### config.mk
export PLATFORM = sky130hd
export DESIGN_NAME = task_loop_ctrl
export DESIGN_NICKNAME = d
export VERILOG_FILES = /design/src/rtl/loop_ctrl_pkg.sv /design/src/rtl/loop_task_ctx.sv /design/src/rtl/loop_redirect_sel.sv /design/src/rtl/task_loop_ctrl.sv
export SDC_FILE = /design/constraint.sdc
export NUM_CORES = 1
export LEC_CHECK = 0
export ABC_CLOCK_PERIOD_IN_PS = 3800
export BUFFER_PORTS_ARGS = -buffer_cell sky130_fd_sc_hd__buf_2
export CORE_MARGIN = 2
export CORE_UTILIZATION = 35
export DETAILED_ROUTE_END_ITERATION = 10
export PLACE_DENSITY = 0.55
export SLEW_MARGIN = 20
export SYNTH_ARGS = -nofsm -noshare
export SYNTH_HDL_FRONTEND = slang
export SYNTH_SLANG_ARGS = --single-unit
### constraint.sdc
create_clock -name clk -period 3.8 [get_ports clk]
set_input_delay 0 -clock clk [delete_from_list [all_inputs] [get_ports clk]]
set_output_delay 0 -clock clk [all_outputs]
set_load 0.02 [all_outputs]
### src/rtl/loop_ctrl_pkg.sv
package loop_ctrl_pkg;

    typedef enum logic [1:0] {
        LP_IDLE   = 2'd0,
        LP_ARMING = 2'd1,
        LP_ACTIVE = 2'd2
    } loop_state_e;

    // Same-task instructions that must issue before the first wrap.
    localparam int SHORT_ARM = 1;
    localparam int LONG_ARM  = 3;

endpackage

### src/rtl/loop_task_ctx.sv
module loop_task_ctx
    import loop_ctrl_pkg::*;
#(
    parameter int PC_W  = 16,
    parameter int LEN_W = 8,
    parameter int CNT_W = 16
) (
    input  logic             clk,
    input  logic             rst_n,
    input  logic             hit,
    input  logic             start,
    input  logic             abort,
    input  logic [PC_W-1:0]  pc,
    input  logic             long_mode,
    input  logic [LEN_W-1:0] len,
    input  logic [CNT_W-1:0] count,
    output logic             wrap,
    output logic [PC_W-1:0]  wrap_pc,
    output logic [1:0]       state
);

    localparam int ARM_W = $clog2(LONG_ARM + 1);
    localparam logic [ARM_W:0]   NEED_S  = (ARM_W+1)'(SHORT_ARM);
    localparam logic [ARM_W:0]   NEED_L  = (ARM_W+1)'(LONG_ARM);
    localparam logic [LEN_W-1:0] LNEED_S = LEN_W'(SHORT_ARM);
    localparam logic [LEN_W-1:0] LNEED_L = LEN_W'(LONG_ARM);
    localparam logic [ARM_W-1:0] ARM_SAT = ARM_W'(LONG_ARM);

    loop_state_e      st_q, st_d;
    logic [ARM_W-1:0] arm_q, arm_d;
    logic             long_q, long_d;
    logic             fvr_q, fvr_d;
    logic [PC_W-1:0]  beg_q, beg_d;
    logic [PC_W-1:0]  end_q, end_d;
    logic [CNT_W-1:0] rem_q, rem_d;

    logic             step;
    logic [ARM_W:0]   passed;
    logic [ARM_W:0]   need;
    logic             armed;
    logic             at_end;
    logic             more;
    logic [LEN_W-1:0] new_need;
    logic [LEN_W-1:0] eff_len;

    always_comb begin
        step     = hit && !start && !abort;
        passed   = {1'b0, arm_q} + 1'b1;
        need     = long_q ? NEED_L : NEED_S;
        armed    = (st_q == LP_ACTIVE) || ((st_q == LP_ARMING) && (passed >= need));
        at_end   = step && armed && (pc == end_q);
        more     = fvr_q || (rem_q > CNT_W'(1));
        new_need = long_mode ? LNEED_L : LNEED_S;
        eff_len  = (len < new_need) ? new_need : len;
    end

    // next-state logic
    always_comb begin
        st_d   = st_q;
        arm_d  = arm_q;
        long_d = long_q;
        fvr_d  = fvr_q;
        beg_d  = beg_q;
        end_d  = end_q;
        rem_d  = rem_q;
        if (abort) begin
            st_d = LP_IDLE;
        end else if (start) begin
            st_d   = LP_ARMING;
            arm_d  = '0;
            long_d = long_mode;
            fvr_d  = (count == '0);
            beg_d  = pc + PC_W'(1);
            end_d  = pc + PC_W'(eff_len);
            rem_d  = count;
        end else if (step) begin
            unique case (st_q)
                LP_IDLE: begin
                end
                LP_ARMING: begin
                    if (arm_q != ARM_SAT) arm_d = arm_q + 1'b1;
                    if (passed >= need)   st_d  = LP_ACTIVE;
                end
                LP_ACTIVE: begin
                end
                default: st_d = LP_IDLE;
            endcase
            if (at_end) begin
                if (!more)       st_d  = LP_IDLE;
                else if (!fvr_q) rem_d = rem_q - 1'b1;
            end
        end
    end

    // state register
    always_ff @(posedge clk or negedge rst_n) begin
        if (!rst_n) begin
            st_q   <= LP_IDLE;
            arm_q  <= '0;
            long_q <= 1'b0;
            fvr_q  <= 1'b0;
            beg_q  <= '0;
            end_q  <= '0;
            rem_q  <= '0;
        end else begin
            st_q   <= st_d;
            arm_q  <= arm_d;
            long_q <= long_d;
            fvr_q  <= fvr_d;
            beg_q  <= beg_d;
            end_q  <= end_d;
            rem_q  <= rem_d;
        end
    end

    // outputs
    always_comb begin
        wrap    = at_end && more;
        wrap_pc = beg_q;
        state   = st_q;
    end

endmodule

### src/rtl/loop_redirect_sel.sv
module loop_redirect_sel #(
    parameter int NT    = 4,
    parameter int TID_W = 2,
    parameter int PC_W  = 16
) (
    input  logic [NT-1:0]      wrap_vec,
    input  logic [NT*PC_W-1:0] pc_vec,
    input  logic [TID_W-1:0]   sel,
    output logic               valid,
    output logic [PC_W-1:0]    pc
);

    always_comb begin
        valid = |wrap_vec;
        pc    = pc_vec[sel*PC_W +: PC_W];
    end

endmodule

### src/rtl/task_loop_ctrl.sv
module task_loop_ctrl #(
    parameter int NUM_TASKS = 4,
    parameter int TID_W     = $clog2(NUM_TASKS),
    parameter int PC_W      = 16,
    parameter int LEN_W     = 8,
    parameter int CNT_W     = 16
) (
    input  logic                 clk,
    input  logic                 rst_n,
    input  logic                 iss_valid,
    input  logic [TID_W-1:0]     iss_task,
    input  logic [PC_W-1:0]      iss_pc,
    input  logic                 rep_start,
    input  logic                 rep_long,
    input  logic [LEN_W-1:0]     rep_len,
    input  logic [CNT_W-1:0]     rep_count,
    input  logic [NUM_TASKS-1:0] cancel,
    output logic                 redir_valid,
    output logic [PC_W-1:0]      redir_pc
);

    logic [NUM_TASKS-1:0]      wrap_vec;
    logic [NUM_TASKS*PC_W-1:0] pc_vec;
    logic [NUM_TASKS*2-1:0]    task_state;

    for (genvar t = 0; t < NUM_TASKS; t++) begin : g_ctx
        logic hit_t;
        assign hit_t = iss_valid && (iss_task == TID_W'(t));

        loop_task_ctx #(
            .PC_W (PC_W),
            .LEN_W(LEN_W),
            .CNT_W(CNT_W)
        ) u_ctx (
            .clk      (clk),
            .rst_n    (rst_n),
            .hit      (hit_t),
            .start    (hit_t && rep_start),
            .abort    (cancel[t]),
            .pc       (iss_pc),
            .long_mode(rep_long),
            .len      (rep_len),
            .count    (rep_count),
            .wrap     (wrap_vec[t]),
            .wrap_pc  (pc_vec[t*PC_W +: PC_W]),
            .state    (task_state[t*2 +: 2])
        );
    end

    loop_redirect_sel #(
        .NT   (NUM_TASKS),
        .TID_W(TID_W),
        .PC_W (PC_W)
    ) u_sel (
        .wrap_vec(wrap_vec),
        .pc_vec  (pc_vec),
        .sel     (iss_task),
        .valid   (redir_valid),
        .pc      (redir_pc)
    );

endmodule

==> run_results.csv, run 1 <==
group,metric,value,unit
logic_synthesis,postSynth.asyncResetShare,100.0,%
logic_synthesis,ys_types,82,
sta,fin_skew,0.01719,ns
final_layout,final_common_cell,"dfrtp_1",
sta,fmax,311.6,MHz
status,status,"completed",
drt,via_per_inst,5.427,
min_path,hold_path_class,"input port to flop",
clocking,clock_sinks,216,
logic_synthesis,synth_enable_flop_cells,0,
logic_synthesis,mappedNetlistNets,1442,
drt,drc_errors,0,
die,num_rows,69,
clocking,clock_latency,0.54,ns
sta,max_slew_margin,27.94,%
worst_setup_path,path_cells,"inv_1 > fa_1 > o31ai_1 > a21oi_1 > or3_4 > or3_1 > o2111ai_1 > buf_2",
drt,wl_met1,16.72,mm
sta,worstMarginPinSlew,1.077,ns
sta,rsz0062_at_grt,"no",
sta,post-route-min-period,3.209,ns
worst_setup_path,critPathArrivalTime,3.21,ns
sta,hold_violations,0,
logic_synthesis,ys.flop_type,"dfrtp_1",
drt,first_pass_iters,7,
worst_setup_path,critical_path_class,"flop to primary output",
worst_setup_path,cp_num_buf_inv,2,
global_routing,grt_usage,19.74,%
final_layout,final_area,0.01416,sq mm
place,portBuffers,67,
sta,finalSetupTns,0,ns
worst_setup_path,cpMaxStageDelayCell,"fa_1",
clocking,cts.reportedPaths.clkPinSlew,0.06,ns
clocking,cts_made_buffers,25,
clocking,cts_setup_buffers,0,
final_layout,n_fill_cell,3538,
place,placed_area,0.01308,sq mm
drt,top_layer_used,"met4",
logic_synthesis,yosysWarnings,0,
logic_synthesis,synth.avg_cell_area,9.111,sq um
place,gp_congestion,0.8415,
sta,setup_viol,0,
power,power_density,516.6,mW/mm^2
drt,drt_iter0_markers,551,
logic_synthesis,synth_seq_area_share,43.50,%
drt,drt_wl_total,35.44,mm
sta,timing.hold.ws,0.02425,ns
die,fp.dieH,192.4,um
worst_setup_path,required,3.80,ns
drt,vias,10278,
global_routing,grt-ovfl-total,0,
global_routing,grt_pass1_vias,10322,
clocking,clockBufferDepth,3,
drt,wl_met3,1.501,mm
final_layout,layout.nets,1494,
global_routing,grt_first_pass_wirelength,57.79,mm
final_layout,final_core_util,40.20,%
worst_setup_path,crit_fanout,4,
logic_synthesis,synth_top_area_share,43.50,%
job,maxCapViolCount,0,
final_layout,area_delta_synth_final,13.93,%
worst_setup_path,cp-end-kind,"primary output",
final_layout,stdcell_count,1894,
place,dp_hpwl,24.26,mm
clocking,cts_repair_resize_count,0,
final_layout,drive_above_1_share,12.78,%
logic_synthesis,synth_cells,1364,
global_routing,grt_max_degree,103,
sta,final_max_slew_viol_count,0,
die,io_pins,68,
power,p_leak,6.148,nW
final_layout,mostFrequentLayoutCells,"dfrtp_1 (216), nand2_1 (204), o21ai_0 (164), nor2_1 (87), a21oi_1 (85)",
place,placed_cells_incl_taps,1822,
sta,period_share,84.45,%
die,core,0.03522,sq mm
worst_setup_path,slowest_delay,0.49,ns
worst_setup_path,crit_path_start_kind,"flop",
worst_setup_path,cp_top_family,"simple AND/OR/NAND/NOR gates",
power,vdd_drop_max,0.0003629,V
logic_synthesis,yosysTopAreaCell,"dfrtp_1",
die,initial_core_util,35.28,%
drt,drtAntennaViolNets,0,
clocking,h-tree-depth,1,
drt,wl_per_cell,18.71,um
clocking,root_buffer,"clkbuf_16",
logic_synthesis,yosys-top-cells-area,"dfrtp_1 (43%), o21ai_0 (6.6%), nand2_1 (6.3%)",
clocking,cts_hold_buf,28,
die,dieWidth,192.4,um
global_routing,antenna_found_initial,0,
logic_synthesis,ys_ff_latch,216,
logic_synthesis,synth.cell_area,0.01243,sq mm
drt,wl_met2,16.24,mm
die,die_area,0.03703,sq mm
clocking,cts_tree,"done",
[synth_stat cells, types with 7 or more instances]
master and instances:
o21ai_1 28, clkbuf_1 56, o21ai_0 164, nor3_1 33, nor2_1 87, xnor2_1 28, nand4_1 14, nand2b_1 8
nand3_1 22, buf_2 17, nand2_1 208, and3_1 14, a21oi_1 85, a22oi_1 8, buf_6 9, or3_1 9
nor2b_1 12, xor2_1 63, mux4_2 16, o2bb2ai_1 7, dfrtp_1 216, ha_1 22, nor4_1 29, a21o_1 9
and2_1 10, inv_1 34, o22ai_1 9, a31oi_1 16
[report_power, final]
part | switching, mW | leakage (nW) | internal [mW] | total, mW
Clock | 1.02 | 0.402 | 1.35 | 2.37
Combinational | 1.04 | 3.00 | 0.731 | 1.77
Sequential | 0.385 | 2.75 | 2.79 | 3.17
[path summary, 6_finish.rpt]
check / from / end / slack, ns / cells past startpoint
worst max-delay path: g_ctx[3].u_ctx.arm_q[0] / redir_valid / 0.59 / 8
worst min-delay path: iss_valid / g_ctx[3].u_ctx.state[1] / 0.02 / 4
worst max register to register: g_ctx[1].u_ctx.arm_q[0] / g_ctx[1].u_ctx.rem_q[11] / 0.84 / 8
worst min register to register: g_ctx[3].u_ctx.wrap_pc[12] / g_ctx[3].u_ctx.wrap_pc[12] / 0.47 / 2
max in group asynchronous: rst_n / g_ctx[2].u_ctx.wrap_pc[10] / 2.69 / 3
min in group asynchronous: rst_n / g_ctx[0].u_ctx.rem_q[1] / 0.09 / 2
[routing by layer]
layer  track usage [%]  up-vias
met4             5.432        0
met5                 0        -
met3             2.182       64
met2             31.86      246
li1                  -     4956
met1             28.07     5012
[through the flow]
stage	setup WS [ns]	total power, mW
after floorplan	0.9540	4.415
after global placement	0.6044	4.904
after detailed placement	0.5820	4.954
after CTS	0.5494	7.385
after global routing	0.2809	7.810
final	0.5909	7.314
[area by class of cell]
class                      instances  area (sq um)  area share [%]
clock buffer                      30         684.4           4.834
antenna                            1         2.502         0.01767
tap                              461         576.8           4.074
sequential                       216          5405           38.18
inverter                          34         127.6          0.9014
clock inverter                    13         111.4          0.7865
timing repair buffer             112         753.2           5.320
multi-input combinational       1027          6497           45.89
[flip-flops by register name, indices dropped and copies added, names as in the netlist]
name / flops
g_ctx.u_ctx.arm_q: 8
g_ctx.u_ctx.end_q: 64
g_ctx.u_ctx.fvr_q: 4
g_ctx.u_ctx.long_q: 4
g_ctx.u_ctx.rem_q: 64
g_ctx.u_ctx.state: 8
g_ctx.u_ctx.wrap_pc: 64
[worst min-delay path, delay by kind of cell]
kind,cells,cell delay [ns]
AND/OR/NAND/NOR,2,0.23
AO/OA/AOI/OAI,1,0.07
buffers and inverters,1,0.22
[cell families after synthesis]
group	Yosys count	synth area share, %
xor gates and xnor gates	91	6.414
buffers and inverters	121	4.460
muxes	24	3.594
DFF	216	43.50
and+or+nand+nor	493	20.43
AOI/OAI and AO/OA	392	18.59
adders and majority gates	27	3.021
No activity file was read; power rests on OpenSTA's default activity.
==> run 2, diff against run 1 <==
Settings changed: ABC_CLOCK_PERIOD_IN_PS 3800 to 3160.
Clock period 3.8 ns to 3.16 ns, I/O delays scaled along.
==> run_results.csv, run 2 (same netlist as run 1, synthesis figures left out) <==
group,metric,value,unit
sta,max_slew_margin,46.35,%
final_layout,final_common_cell,"dfrtp_1",
clocking,clock_latency,0.55,ns
final_layout,layout.nets,1508,
place,placed_cells_incl_taps,1834,
sta,fin_skew,0.009583,ns
power,p_total,8.961,mW
sta,fmax,333.0,MHz
final_layout,n_fill_cell,3556,
drt,drt_wl_total,35.31,mm
die,dieWidth,192.4,um
place,dp_hpwl,24.30,mm
clocking,clockBufferDepth,3,
drt,drt_iter0_markers,618,
drt,vias,10256,
worst_setup_path,critPathArrivalTime,3.00,ns
global_routing,grt-ovfl-total,0,
drt,wl_met1,16.61,mm
worst_setup_path,cp-end-kind,"primary output",
die,core,0.03522,sq mm
worst_setup_path,required,3.16,ns
final_layout,final_core_util,40.83,%
drt,drtAntennaViolNets,0,
sta,setup_viol,0,
drt,wl_met3,1.673,mm
status,status,"completed",
clocking,clock_sinks,216,
clocking,cts_made_buffers,25,
die,die_area,0.03703,sq mm
final_layout,drive_above_1_share,13.66,%
drt,top_layer_used,"met4",
clocking,h-tree-depth,1,
min_path,hold_path_class,"input port to flop",
global_routing,grt_first_pass_wirelength,56.64,mm
sta,rsz0062_at_grt,"no",
drt,drc_errors,0,
sta,final_max_slew_viol_count,0,
global_routing,grt_max_degree,102,
clocking,cts.reportedPaths.clkPinSlew,0.06,ns
worst_setup_path,path_cells,"inv_1 > fa_1 > o31ai_2 > a21oi_1 > or3_4 > or3_4 > o2111ai_2 > buf_6",
worst_setup_path,rrSetupSlack,0.33,ns
final_layout,mostFrequentLayoutCells,"dfrtp_1 (216), nand2_1 (204), o21ai_0 (164), nor2_1 (87), a21oi_1 (85)",
sta,worstMarginPinSlew,0.8048,ns
place,pre_cts_ws,0.1078,ns
final_layout,area_delta_synth_final,15.74,%
global_routing,grt_usage,19.45,%
clocking,root_buffer,"clkbuf_16",
drt,first_pass_iters,5,
worst_setup_path,crit_top_cell,"or3_4",
sta,postLayoutSetupSlackWorst,0.1573,ns
die,io_pins,68,
die,initial_core_util,35.28,%
drt,wl_met2,16.27,mm
sta,hold_violations,0,
place,gp_congestion,0.8390,
die,fp.dieH,192.4,um
die,num_rows,69,
clocking,cts_tree,"done",
worst_setup_path,cpMaxStageDelayCell,"fa_1",
worst_setup_path,critical_path_class,"flop to primary output",
sta,finalSetupTns,0,ns
power,p_leak,6.258,nW
sta,period_share,95.02,%
power,vdd_drop_max,0.0004849,V
drt,via_per_inst,5.367,
worst_setup_path,slowest_delay,0.50,ns
worst_setup_path,crit_fanout,4,
worst_setup_path,crit_path_start_kind,"flop",
final_layout,stdcell_count,1911,
place,portBuffers,67,
power,power_density,623.1,mW/mm^2
job,maxCapViolCount,0,
global_routing,antenna_found_initial,0,
sta,post-route-min-period,3.003,ns
global_routing,grt_pass1_vias,10213,
drt,wl_per_cell,18.48,um
[run 2: cell count changes in the layout (fill, tap and decap cells not counted), sizes merged]
cell | before | now
buf | 84 | 97
clkbuf | 30 | 37
clkinv | 9 | 5
bufinv | 1 | 2
clkinvlp | 1 | 0
dlygate4sd3 | 28 | 29
[run 2: worst max-delay path: cells and delay by family (launching register included)]
family,cells,cell delay [ns]
adders and majority gates,1,0.50
buffers and inverters,2,0.27
DFF,1,0.38
and+or+nand+nor,2,0.82
AOI/OAI and AO/OA,3,0.49
[run 2: power breakdown]
group	internal [mW]	switching (mW)
registers	3.35	0.452
logic	0.907	1.25
clock network	1.77	1.22
total	6.03	2.93
[run 2: final cells by class]
type                       instances  area [sq um]  share of cell area, %
sequential                       216          5405                  37.58
clock inverter                     9         113.9                 0.7916
multi-input combinational       1027          6521                  45.34
tap                              461         576.8                  4.010
timing repair buffer             126         904.6                  6.290
antenna                            1         2.502                0.01740
clock buffer                      37         730.7                  5.080
inverter                          34         127.6                 0.8873
[run 2: final timing paths]
kind                                        endpoint  cells past startpoint                      start
setup reg to reg            g_ctx[1].u_ctx.rem_q[13]                      9    g_ctx[1].u_ctx.arm_q[0]
setup / recovery                         redir_valid                      8    g_ctx[3].u_ctx.arm_q[0]
hold reg to reg            g_ctx[2].u_ctx.wrap_pc[1]                      2  g_ctx[2].u_ctx.wrap_pc[1]
min in group asynchronous    g_ctx[0].u_ctx.rem_q[0]                      2                      rst_n
max in group asynchronous   g_ctx[0].u_ctx.end_q[14]                      3                      rst_n
hold / removal               g_ctx[0].u_ctx.end_q[9]                      3                  iss_pc[9]
[run 2: timing repair]
| action | 4_1_cts | 5_1_grt |
|---|---|---|
| setup buffers | 0 | 1 |
| gates resized for setup | 2 | 4 |
| hold endpoints to repair | 181 | 0 |
| setup endpoints to repair | 1 | 5 |
| hold buffers | 29 | 0 |
| pin swaps | 0 | 1 |
[run 2: metrics by stage]
| stage | instance area, sq um | hold slack, ns |
|---|---|---|
| CTS | 14350 | 0.005953 |
| global route | 14380 | 0.02317 |
| floorplan | 12430 | -0.2956 |
| finish | 14380 | 0.00008588 |
| global placement | 13210 | 0.1307 |
| detailed placement | 13210 | 0.1243 |
[run 2: metal layers]
layer  GRT usage [%]  up-vias
li1                -     4995
met1           27.48     4983
met4           4.169        0
met2           31.49      229
met3           3.019       49
met5               0        -
